===== src/rtl/elc_pkg.sv =====
package elc_pkg;

  // power ratio of one 0.5 dB step, Q16
  localparam longint unsigned STEP_POW_Q16 = 64'd73533;
  // amplitude ratio of one 0.5 dB reduction, Q16
  localparam longint unsigned STEP_AMP_Q16 = 64'd61870;
  localparam int unsigned UNITY_GAIN = 32768;

  typedef enum int {PATH_RX = 0, PATH_TX = 1} path_e;

  // threshold j steps above the knee, computed by repeated integer scaling
  function automatic longint unsigned step_threshold(longint unsigned knee, int j);
    longint unsigned t;
    t = knee;
    for (int i = 0; i < j; i++) t = (t * STEP_POW_Q16) >> 16;
    return t;
  endfunction

  // Q15 gain for k reduction steps
  function automatic logic [15:0] step_gain(int k);
    longint unsigned g;
    g = 64'(UNITY_GAIN);
    for (int i = 0; i < k; i++) g = (g * STEP_AMP_Q16) >> 16;
    return 16'(g);
  endfunction

endpackage


===== src/rtl/elc_power_track.sv =====
module elc_power_track #(
  parameter int W = 16,
  parameter int AVG_SHIFT = 4,
  parameter longint unsigned DET_POW = 64'd257000,
  parameter int HANG = 6,
  localparam int POW_W = 2 * W,
  localparam int HANG_W = $clog2(HANG + 1)
) (
  input  logic                clk,
  input  logic                rst_n,
  input  logic                update,
  input  logic signed [W-1:0] sample,
  output logic [POW_W-1:0]    pow,
  output logic [HANG_W-1:0]   hang,
  output logic                active
);
  localparam logic [POW_W-1:0] DET_L = POW_W'(DET_POW);
  localparam logic [HANG_W-1:0] HANG_L = HANG_W'(HANG);

  logic signed [POW_W-1:0] prod;
  logic [POW_W-1:0] sq;
  logic [POW_W-1:0] pow_next;
  logic [HANG_W-1:0] hang_next;
  logic loud;

  always_comb begin
    prod = sample * sample;
    sq = $unsigned(prod);
    pow_next = pow - (pow >> AVG_SHIFT) + (sq >> AVG_SHIFT);
    loud = pow > DET_L;
    if (loud) hang_next = HANG_L;
    else if (hang != '0) hang_next = hang - 1'b1;
    else hang_next = '0;
    active = loud || (hang != '0);
  end

  always_ff @(posedge clk or negedge rst_n) begin
    if (!rst_n) begin
      pow <= '0;
      hang <= '0;
    end else if (update) begin
      pow <= pow_next;
      hang <= hang_next;
    end
  end
endmodule


===== src/rtl/elc_compressor.sv =====
module elc_compressor
  import elc_pkg::*;
#(
  parameter int W = 16,
  parameter int POW_W = 32,
  parameter longint unsigned KNEE_POW = 64'd2570000,
  parameter int STEPS = 17,
  localparam int SW = $clog2(STEPS + 1)
) (
  input  logic                en,
  input  logic [POW_W-1:0]    pow,
  input  logic signed [W-1:0] sample,
  output logic signed [W-1:0] scaled,
  output logic [15:0]         gain
);
  logic [STEPS-1:0] above;
  logic [15:0] gain_tab [STEPS+1];
  logic [SW-1:0] idx;
  logic signed [W+16:0] prod;

  for (genvar j = 1; j <= STEPS; j++) begin : g_thr
    localparam logic [POW_W-1:0] TH = POW_W'(step_threshold(KNEE_POW, j));
    assign above[j-1] = pow >= TH;
  end

  for (genvar k = 0; k <= STEPS; k++) begin : g_gain
    assign gain_tab[k] = step_gain(k);
  end

  always_comb begin
    idx = '0;
    for (int j = 0; j < STEPS; j++) idx = idx + SW'(above[j]);
    gain = en ? gain_tab[idx] : 16'(UNITY_GAIN);
    prod = sample * $signed({1'b0, gain});
    scaled = W'(prod >>> 15);
  end
endmodule


===== src/rtl/elc_mulaw_enc.sv =====
module elc_mulaw_enc #(
  parameter int W = 16,
  localparam int SHIFT = W - 14
) (
  input  logic signed [W-1:0] sample,
  input  logic                silence,
  output logic [7:0]          code
);
  logic neg;
  logic [W:0] mag_full;
  logic [W:0] mag_sh;
  logic [12:0] mag;
  logic [2:0] seg;
  logic [12:0] mant_full;

  always_comb begin
    neg = sample[W-1];
    mag_full = neg ? -{sample[W-1], sample} : {1'b0, sample};
    mag_sh = mag_full >> SHIFT;
    mag = (mag_sh > (W+1)'(8158)) ? 13'd8191 : 13'(mag_sh) + 13'd33;
    seg = '0;
    for (int i = 0; i < 8; i++) if (mag[i+5]) seg = 3'(i);
    mant_full = mag >> (int'(seg) + 1);
    code = {1'b0, seg, mant_full[3:0]} ^ (neg ? 8'h7F : 8'hFF);
    if (silence) code = 8'hFF;
  end
endmodule


===== src/rtl/echo_level_ctrl.sv =====
module echo_level_ctrl
  import elc_pkg::*;
#(
  parameter int W = 16,
  parameter int AVG_SHIFT = 4,
  parameter longint unsigned LEVEL_REF = 64'd257000000,
  parameter longint unsigned DET_DIV = 64'd1000,
  parameter longint unsigned KNEE_DIV = 64'd100,
  parameter longint unsigned CLIP_DIV = 64'd251189,
  parameter int HANG = 6,
  parameter int STEPS = 17
) (
  input  logic         clk,
  input  logic         rst_n,
  input  logic         in_valid,
  output logic         in_ready,
  input  logic [W-1:0] rx_sample,
  input  logic [W-1:0] tx_sample,
  input  logic         att_bypass,
  input  logic         gc_en,
  input  logic         clip_en,
  output logic         out_valid,
  input  logic         out_ready,
  output logic [7:0]   rx_code,
  output logic [7:0]   tx_code
);
  localparam int POW_W = 2 * W;
  localparam int HANG_W = $clog2(HANG + 1);
  localparam longint unsigned DET_POW = LEVEL_REF / DET_DIV;
  localparam longint unsigned KNEE_POW = LEVEL_REF / KNEE_DIV;
  localparam longint unsigned CLIP_POW = LEVEL_REF / CLIP_DIV;
  localparam logic [POW_W-1:0] CLIP_L = POW_W'(CLIP_POW);
  localparam int NPATH = 2;

  logic accept;
  logic signed [W-1:0] path_sample [NPATH];
  logic [POW_W-1:0] path_pow [NPATH];
  logic [HANG_W-1:0] path_hang [NPATH];
  logic path_active [NPATH];

  logic rx_only, att_rx, att_tx, quiet_tx;
  logic signed [W-1:0] rx_comp, rx_lin, tx_lin;
  logic [15:0] rx_gain;
  logic [7:0] rx_enc, tx_enc;

  assign in_ready = !out_valid || out_ready;
  assign accept = in_valid && in_ready;
  assign path_sample[PATH_RX] = $signed(rx_sample);
  assign path_sample[PATH_TX] = $signed(tx_sample);

  for (genvar p = 0; p < NPATH; p++) begin : g_path
    elc_power_track #(
      .W(W), .AVG_SHIFT(AVG_SHIFT), .DET_POW(DET_POW), .HANG(HANG)
    ) u_track (
      .clk(clk), .rst_n(rst_n), .update(accept),
      .sample(path_sample[p]), .pow(path_pow[p]),
      .hang(path_hang[p]), .active(path_active[p])
    );
  end

  elc_compressor #(
    .W(W), .POW_W(POW_W), .KNEE_POW(KNEE_POW), .STEPS(STEPS)
  ) u_comp (
    .en(gc_en), .pow(path_pow[PATH_RX]), .sample(path_sample[PATH_RX]),
    .scaled(rx_comp), .gain(rx_gain)
  );

  always_comb begin
    rx_only = path_active[PATH_RX] && !path_active[PATH_TX];
    att_tx = !att_bypass && rx_only;
    att_rx = !att_bypass && !rx_only;
    rx_lin = att_rx ? (rx_comp >>> 1) : rx_comp;
    tx_lin = att_tx ? (path_sample[PATH_TX] >>> 1) : path_sample[PATH_TX];
    quiet_tx = clip_en && (path_pow[PATH_TX] < CLIP_L);
  end

  elc_mulaw_enc #(.W(W)) u_enc_rx (.sample(rx_lin), .silence(1'b0), .code(rx_enc));
  elc_mulaw_enc #(.W(W)) u_enc_tx (.sample(tx_lin), .silence(quiet_tx), .code(tx_enc));

  always_ff @(posedge clk or negedge rst_n) begin
    if (!rst_n) begin
      out_valid <= 1'b0;
      rx_code <= 8'hFF;
      tx_code <= 8'hFF;
    end else if (accept) begin
      out_valid <= 1'b1;
      rx_code <= rx_enc;
      tx_code <= tx_enc;
    end else if (out_ready) begin
      out_valid <= 1'b0;
    end
  end
endmodule


===== config.mk =====
export PLATFORM = sky130hd
export DESIGN_NAME = echo_level_ctrl
export DESIGN_NICKNAME = d
export VERILOG_FILES = /design/src/rtl/elc_pkg.sv /design/src/rtl/elc_power_track.sv /design/src/rtl/elc_compressor.sv /design/src/rtl/elc_mulaw_enc.sv /design/src/rtl/echo_level_ctrl.sv
export SDC_FILE = /design/constraint.sdc
export NUM_CORES = 2
export LEC_CHECK = 0
export ABC_AREA = 1
export CAP_MARGIN = 20
export CORE_MARGIN = 1.5
export CORE_UTILIZATION = 40
export CTS_CLUSTER_SIZE = 8
export DETAILED_ROUTE_END_ITERATION = 12
export GPL_TIMING_DRIVEN = 0
export PLACE_DENSITY = 0.56
export SLEW_MARGIN = 20
export SYNTH_ARGS = -nofsm -noshare
export SYNTH_HDL_FRONTEND = slang
export SYNTH_SLANG_ARGS = --single-unit

===== constraint.sdc =====
create_clock -name clk -period 37.2 [get_ports clk]
set_input_delay 7.44 -clock clk [delete_from_list [all_inputs] [get_ports clk]]
set_output_delay 7.44 -clock clk [all_outputs]
set_load 0.005 [all_outputs]

# Word-level counts from Yosys, hierarchy flattened
# Memory sizes are Yosys's and may differ from the RTL's.
# Index checks and enable logic that the tools add are counted.
[op_classes] n_mul=3 n_reduce_logical=15 bitwise=3 shifts=2 order_cmp=23 addsub=28 mux=32
[op_table] operator="$ge A32 B23 Y1 const B" count=6
[op_table] operator="$ge A32 B24 Y1 const B" count=6
[op_table] operator="$ge A32 B22 Y1 const B" count=4
[op_table] operator="$add A5 B1 Y5" count=15
[op_table] operator="$add A32 B28 Y32" count=2
[op_table] operator="$gt A32 B18 Y1 const B" count=2
[op_table] operator="$mul A16 B16 Y32" count=2
[op_table] operator="$shr A13 B32 Y4" count=2
[op_table] operator="$sub A32 B28 Y32" count=2
[op_table] operator="$mux W16" count=3
[op_table] operator="$mux W3" count=16
[op_table] operator="$mux W17" count=2
[op_table] operator="$neg A17 Y17" count=2
[op_table] operator="$ge A32 B25 Y1 const B" count=1
[op_table] operator="$lt A32 B10 Y1 const B" count=1
[op_table] operator="$mul A16 B17 Y31" count=1
[op_table] operator="$gt A15 B13 Y1 const B" count=2
[op_table] operator="$mux W15" count=2
[op_table] operator="$add A13 B6 Y13 const B" count=2
[op_table] operator="$mux W13" count=2
[op_table] operator="$mux W8" count=3
[op_table] operator="$xor A7 B8 Y8" count=2
[op_table] operator="$add A3 B1 Y4 const B" count=2
[op_table] operator="$ge A6 B6 Y1 const B" count=1
[op_table] operator="9 further kinds" count=23
[word_totals] word_cells=114 ff_bits=87 output_inout_bits=18 n_memories=1 mem_bits_ro=512
[mem_list] memory="(name not given)" depth=32 width=16 read_ports=1 rd_ports_with_merged_regs=0 write_ports=0 line="elc_compressor.sv:33" source="gain = en ? gain_tab[idx] : 16'(UNITY_GAIN);"

# Depth between registers and ports, before layout
[logic_depth] ltp_word=38 mapped_depth=78 depth_no_buf=78

# By module
# Synthesis repeated with hierarchy kept, for this count alone.
[hier_totals] hier_cells=6209 area_unflattened_um2=43529.2
[modules_own_cells] mod="elc_power_track (g_path[1].u_track)" instances=1 area_per_inst_um2=14332.5 cells_per_inst=1989
[modules_own_cells] mod="elc_power_track (g_path[0].u_track)" instances=1 area_per_inst_um2=14286.2 cells_per_inst=1990
[modules_own_cells] mod="elc_compressor" instances=1 area_per_inst_um2=10601.4 cells_per_inst=1498
[modules_own_cells] mod="elc_mulaw_enc" instances=2 area_per_inst_um2=1486.4 cells_per_inst=272
[modules_own_cells] mod="echo_level_ctrl" instances=1 area_per_inst_um2=1336.3 cells_per_inst=188

# Worst setup path after synthesis
# OpenSTA, ideal clock, no wires.
[synth_timing] kind="input to register" from="input port tx_sample[15]" to="register g_path[1].u_track.pow[31]" cell_stages=41 slack_ns=21.722 required_time_ns=37.067 t_arrival_ns=15.345 cell_sequence="clkbuf_1 > clkbuf_1 > buf_1 > nand2_1 > fa_1 > fa_1 > inv_1 > fa_1 > inv_1 > fa_1 > fa_1 > inv_1 > fa_1 > ha_1 > a21oi_1 > o21ai_1 > nand2_1 > nand2_1 > (+5 left out) > o21bai_1 > nand3_1 > nand2_1 > xor2_1 > fa_1 > ha_1 > nand2_1 > o21ai_0 > a21oi_1 > o21ai_0 > nand3_1 > nand2_1 > nand3_1 > nand2_1 > inv_1 > o41ai_1 > xor2_1 > o21ai_0"
[synth_via] elab_chain_len=2
[synth_lines] item="from (decl)" line="echo_level_ctrl.sv:18" source="input logic [W-1:0] tx_sample,"
[synth_lines] item="$mul A16 B16 Y32" line="elc_power_track.sv:27" source="prod = sample * sample;"
[synth_lines] item="$add A32 B28 Y32" line="elc_power_track.sv:29" source="pow_next = pow - (pow >> AVG_SHIFT) + (sq >> AVG_SHIFT);"
[synth_lines] item="to (signal assigned)" line="elc_power_track.sv:42" source="pow <= pow_next;"
[synth_lines] item="to (decl)" line="elc_power_track.sv:13" source="output logic [POW_W-1:0] pow,"
# Every way passes these cells.
# A chain may end at the register's enable or synchronous reset.

# Worst setup path after layout
[layout_timing] from="input port rx_sample[6]" to="register g_path[0].u_track.pow[30]"
[layout_via] elab_chain_len=2
[layout_lines] item="from (decl)" line="echo_level_ctrl.sv:17" source="input logic [W-1:0] rx_sample,"
[layout_lines] item="$mul A16 B16 Y32" line="elc_power_track.sv:27"
[layout_lines] item="$add A32 B28 Y32" line="elc_power_track.sv:29"
[layout_lines] item="to (signal assigned)" line="elc_power_track.sv:42"
[layout_lines] item="to (decl)" line="elc_power_track.sv:13"
# Every way passes these cells.

==> metrics.md <==
| Metric | Value |
|---|---|
| Vias per inst | 4.928 |
| DIE WIDTH | 311.5 um |
| Synth Area in Simple Gates | 0.1882 |
| WHS | 0.4911 ns |
| CTS tree | done |
| CP Max Fanout | 10 |
| Largest cells by area after synthesis | fa_1 (39%), ha_1 (12%), inv_1 (12%), nand2_1 (9.3%), dfrtp_1 (4.7%) |
| CTS Root Cell | clkbuf_16 |
| Row cnt | 112 |
| Vias in the first global route | 31,660 |
| WP data required | 37.42 ns |
| Least-Margin Pin Slew | 1.025 ns |
| Port bufs | 40 |
| Area growth syn-to-layout | 6.049% |
| Worst Hold Class | reg -> reg |
| Synth Area in Compound Gates | 0.07114 |
| Worst Skew | 0.01005 ns |
| Num Clock Sinks | 87 |
| Final WL | 107,600 um |
| Combinational family with the most area after synthesis | adder cells |
| Post-Syn Area | 0.03806 mm^2 |
| CTS Hold Bufs | 0 |
| Die ar. | 0.09701 mm^2 |
| Relative slew slack | 0.3169 |
| Placed inst area | 0.04006 mm^2 |
| Die height | 311.5 um |
| DRC violations left | 0 |
| Crit end category | flop |
| Ys Warns | 0 |
| Biggest area consumer among synthesized cells | fa_1 |
| Pin count of the biggest net entering global routing | 70 |
| Wl on met1 | 50,090 um |
| Design Area, Final | 0.04036 mm^2 |
| Initial antenna violation count | 0 |
| Post-CTS resize count | 0 |
| NumNets Final | 6,081 |
| Fmax | 56.15 MHz |
| Nature of the critical path startpoint | primary input |
| Post-CTS Setup Inserts | 0 |
| Grt ovf | 0 |
| Initial Utilization | 0.4060 |
| XOR/XNOR Fraction of Synth Area | 0.03810 |
| Setup TNS | 0 ns |
| Core area | 0.09375 mm^2 |
| Vias post-DR | 30,560 |
| Worst skew pair latency | 0.37 ns |
| Post-synthesis async set-or-reset flop share | 1.000 |
| RSZ-0062 raised after global routing | no |
| Pre-antenna DRT Iters | 7 |
| Top Metal Used | met4 |
| Sequential element share of the synthesized area | 0.05773 |
| Post-route ant nets | 0 |
| Fin crit share | 0.4788 |
| H-tree depth | 3 |
| Setup CP Type | in -> reg |
| Post-synthesis cell type count | 65 |
| Multiplexer share of the synthesized area | 0 |
| Slew Limit Fails | 0 |
| Placer Congestion | 0.9267 |
| Critical path arrival | 18.03 ns |
| Min Tclk post-route | 17.81 ns |
| Syn avg cell area | 7.785 um^2 |
| CTS Buf Count | 9 |
| Share of cells above drive strength 1 | 0.03478 |
| Final Util | 0.4305 |
| FF-to-FF setup slack | 21.55 ns |
| First-pass GRT wire length | 175,000 um |
| Cells after synthesis | 4,889 |
| Slowest Stage Delay on Critical Path | 0.68 ns |
| FF+latch count, synth | 87 |
| Iter 0 DRT Violations | 2,002 |
| Clock slew at reported path FFs | 0.07 ns |
| Routed len/inst | 17.35 um |
| Leading cell type in the layout, fill and taps excluded | inv_1 |
| Adder-cell share of the synthesized area | 0.5073 |
| Final Hold Viols | 0 |
| I/O pin cnt | 57 |
| GRT Total Usage | 0.2281 |
| Number of enable flip-flop cells after synthesis | 0 |
| Met3 routed WL | 6010 um |
| Mapped Nets | 6,029 |
| CP max stage cell | clkbuf_1 |
| Post-synth top area share | 0.3877 |
| Clk buf depth | 2 |
| Max-cap violation count | 0 |
| Outcome | complete, no violations |
| Setup violations, final | 0 |
| Synth Flop Type | dfrtp_1 |
| Commonest non-fill, non-tap cells in the layout | inv_1 (1,212), nand2_1 (945), fa_1 (737), nor2_1 (364), ha_1 (364) |
| Met2 WL | 49,770 um |
| Post-DP HPWL | 92,230 um |
==> stage by stage <==
stage	setup slack, ns	cells
floorplan	21.72	4889
global placement	19.00	6183
detailed placement	18.99	6184
CTS	19.33	6200
global route	18.67	6200
finish	19.39	6201
==> per-layer routing <==
layer  track usage  vias to the layer above
li1              -                    14810
met1        0.3270                    14990
met2        0.3719                      681
met3       0.03208                       84
met4       0.03448                        0
met5             0                        -
==> kinds of logic after synthesis <==
| kind of cell | Yosys count |
|---|---|
| compound gates | 468 |
| fa+ha+maj | 1101 |
| xor+xnor | 160 |
| simple gates | 1691 |
| buf+inv | 1382 |
| flops | 87 |
==> state kept, by name, indices dropped and copies added (netlist names) <==
name / count
tx_code: 8
g_path.u_track.pow: 64
g_path.u_track.hang: 6
out_valid: 1
rx_code: 8
==> worst max-delay path, delay by kind of cell <==
kind            cells  cell delay [ns]
fa+ha+maj           9             4.21
buf+inv            10             2.39
xor+xnor            2             0.61
simple gates       11             1.00
compound gates     11             2.32
==> synth_stat cells, types with 3 or more instances <==
| library cell | n |
|---|---|
| a2111oi_0 | 5 |
| a211oi_1 | 9 |
| a21o_1 | 6 |
| a21oi_1 | 177 |
| a21oi_2 | 3 |
| a31oi_1 | 26 |
| a41oi_1 | 3 |
| buf_1 | 9 |
| buf_2 | 16 |
| clkbuf_1 | 104 |
| clkinv_1 | 12 |
| dfrtp_1 | 71 |
| dfstp_2 | 16 |
| fa_1 | 737 |
| ha_1 | 364 |
| inv_1 | 1212 |
| inv_2 | 26 |
| nand2_1 | 945 |
| nand2_2 | 34 |
| nand2_4 | 4 |
| nand3_1 | 202 |
| nand3_2 | 6 |
| nand3b_1 | 11 |
| nand4_1 | 39 |
| nor2_1 | 364 |
| nor2_2 | 8 |
| nor2_4 | 8 |
| nor3_1 | 32 |
| nor3_2 | 3 |
| nor4_1 | 17 |
| o211ai_1 | 9 |
| o21a_1 | 5 |
| o21ai_0 | 143 |
| o21ai_1 | 18 |
| o21ai_2 | 5 |
| o21bai_1 | 16 |
| o221ai_1 | 3 |
| o22ai_1 | 6 |
| o31ai_1 | 12 |
| o41ai_1 | 7 |
| or2_2 | 9 |
| xnor2_1 | 62 |
| xor2_1 | 93 |
| xor2_2 | 4 |
==> cell type report <==
cell class | count | area [um^2]
fillers | 9693 | 53390
multi-input cells | 3420 | 30630
inverters | 1250 | 4692
flip-flops and latches | 87 | 2197
well taps | 1254 | 1569
plain buffers | 132 | 541.8
repair buffers | 41 | 429.2
clock buffers | 9 | 225.2
clock inverters | 7 | 76.32
diodes | 1 | 2.502
==> final timing paths <==
check	start	to	cells past startpoint
max	rx_sample[6]	g_path[0].u_track.pow[30]	43
min	g_path[0].u_track.pow[31]	g_path[0].u_track.pow[31]	2
max reg2reg	g_path[0].u_track.pow[6]	rx_code[2]	60
min reg2reg	g_path[0].u_track.pow[31]	g_path[0].u_track.pow[31]	2
max in group asynchronous	rst_n	tx_code[1]	2
min in group asynchronous	rst_n	g_path[0].u_track.pow[30]	1
Power is not shown: default switching activity piles up to over one toggle a cycle in this logic, so the estimate is an artifact.
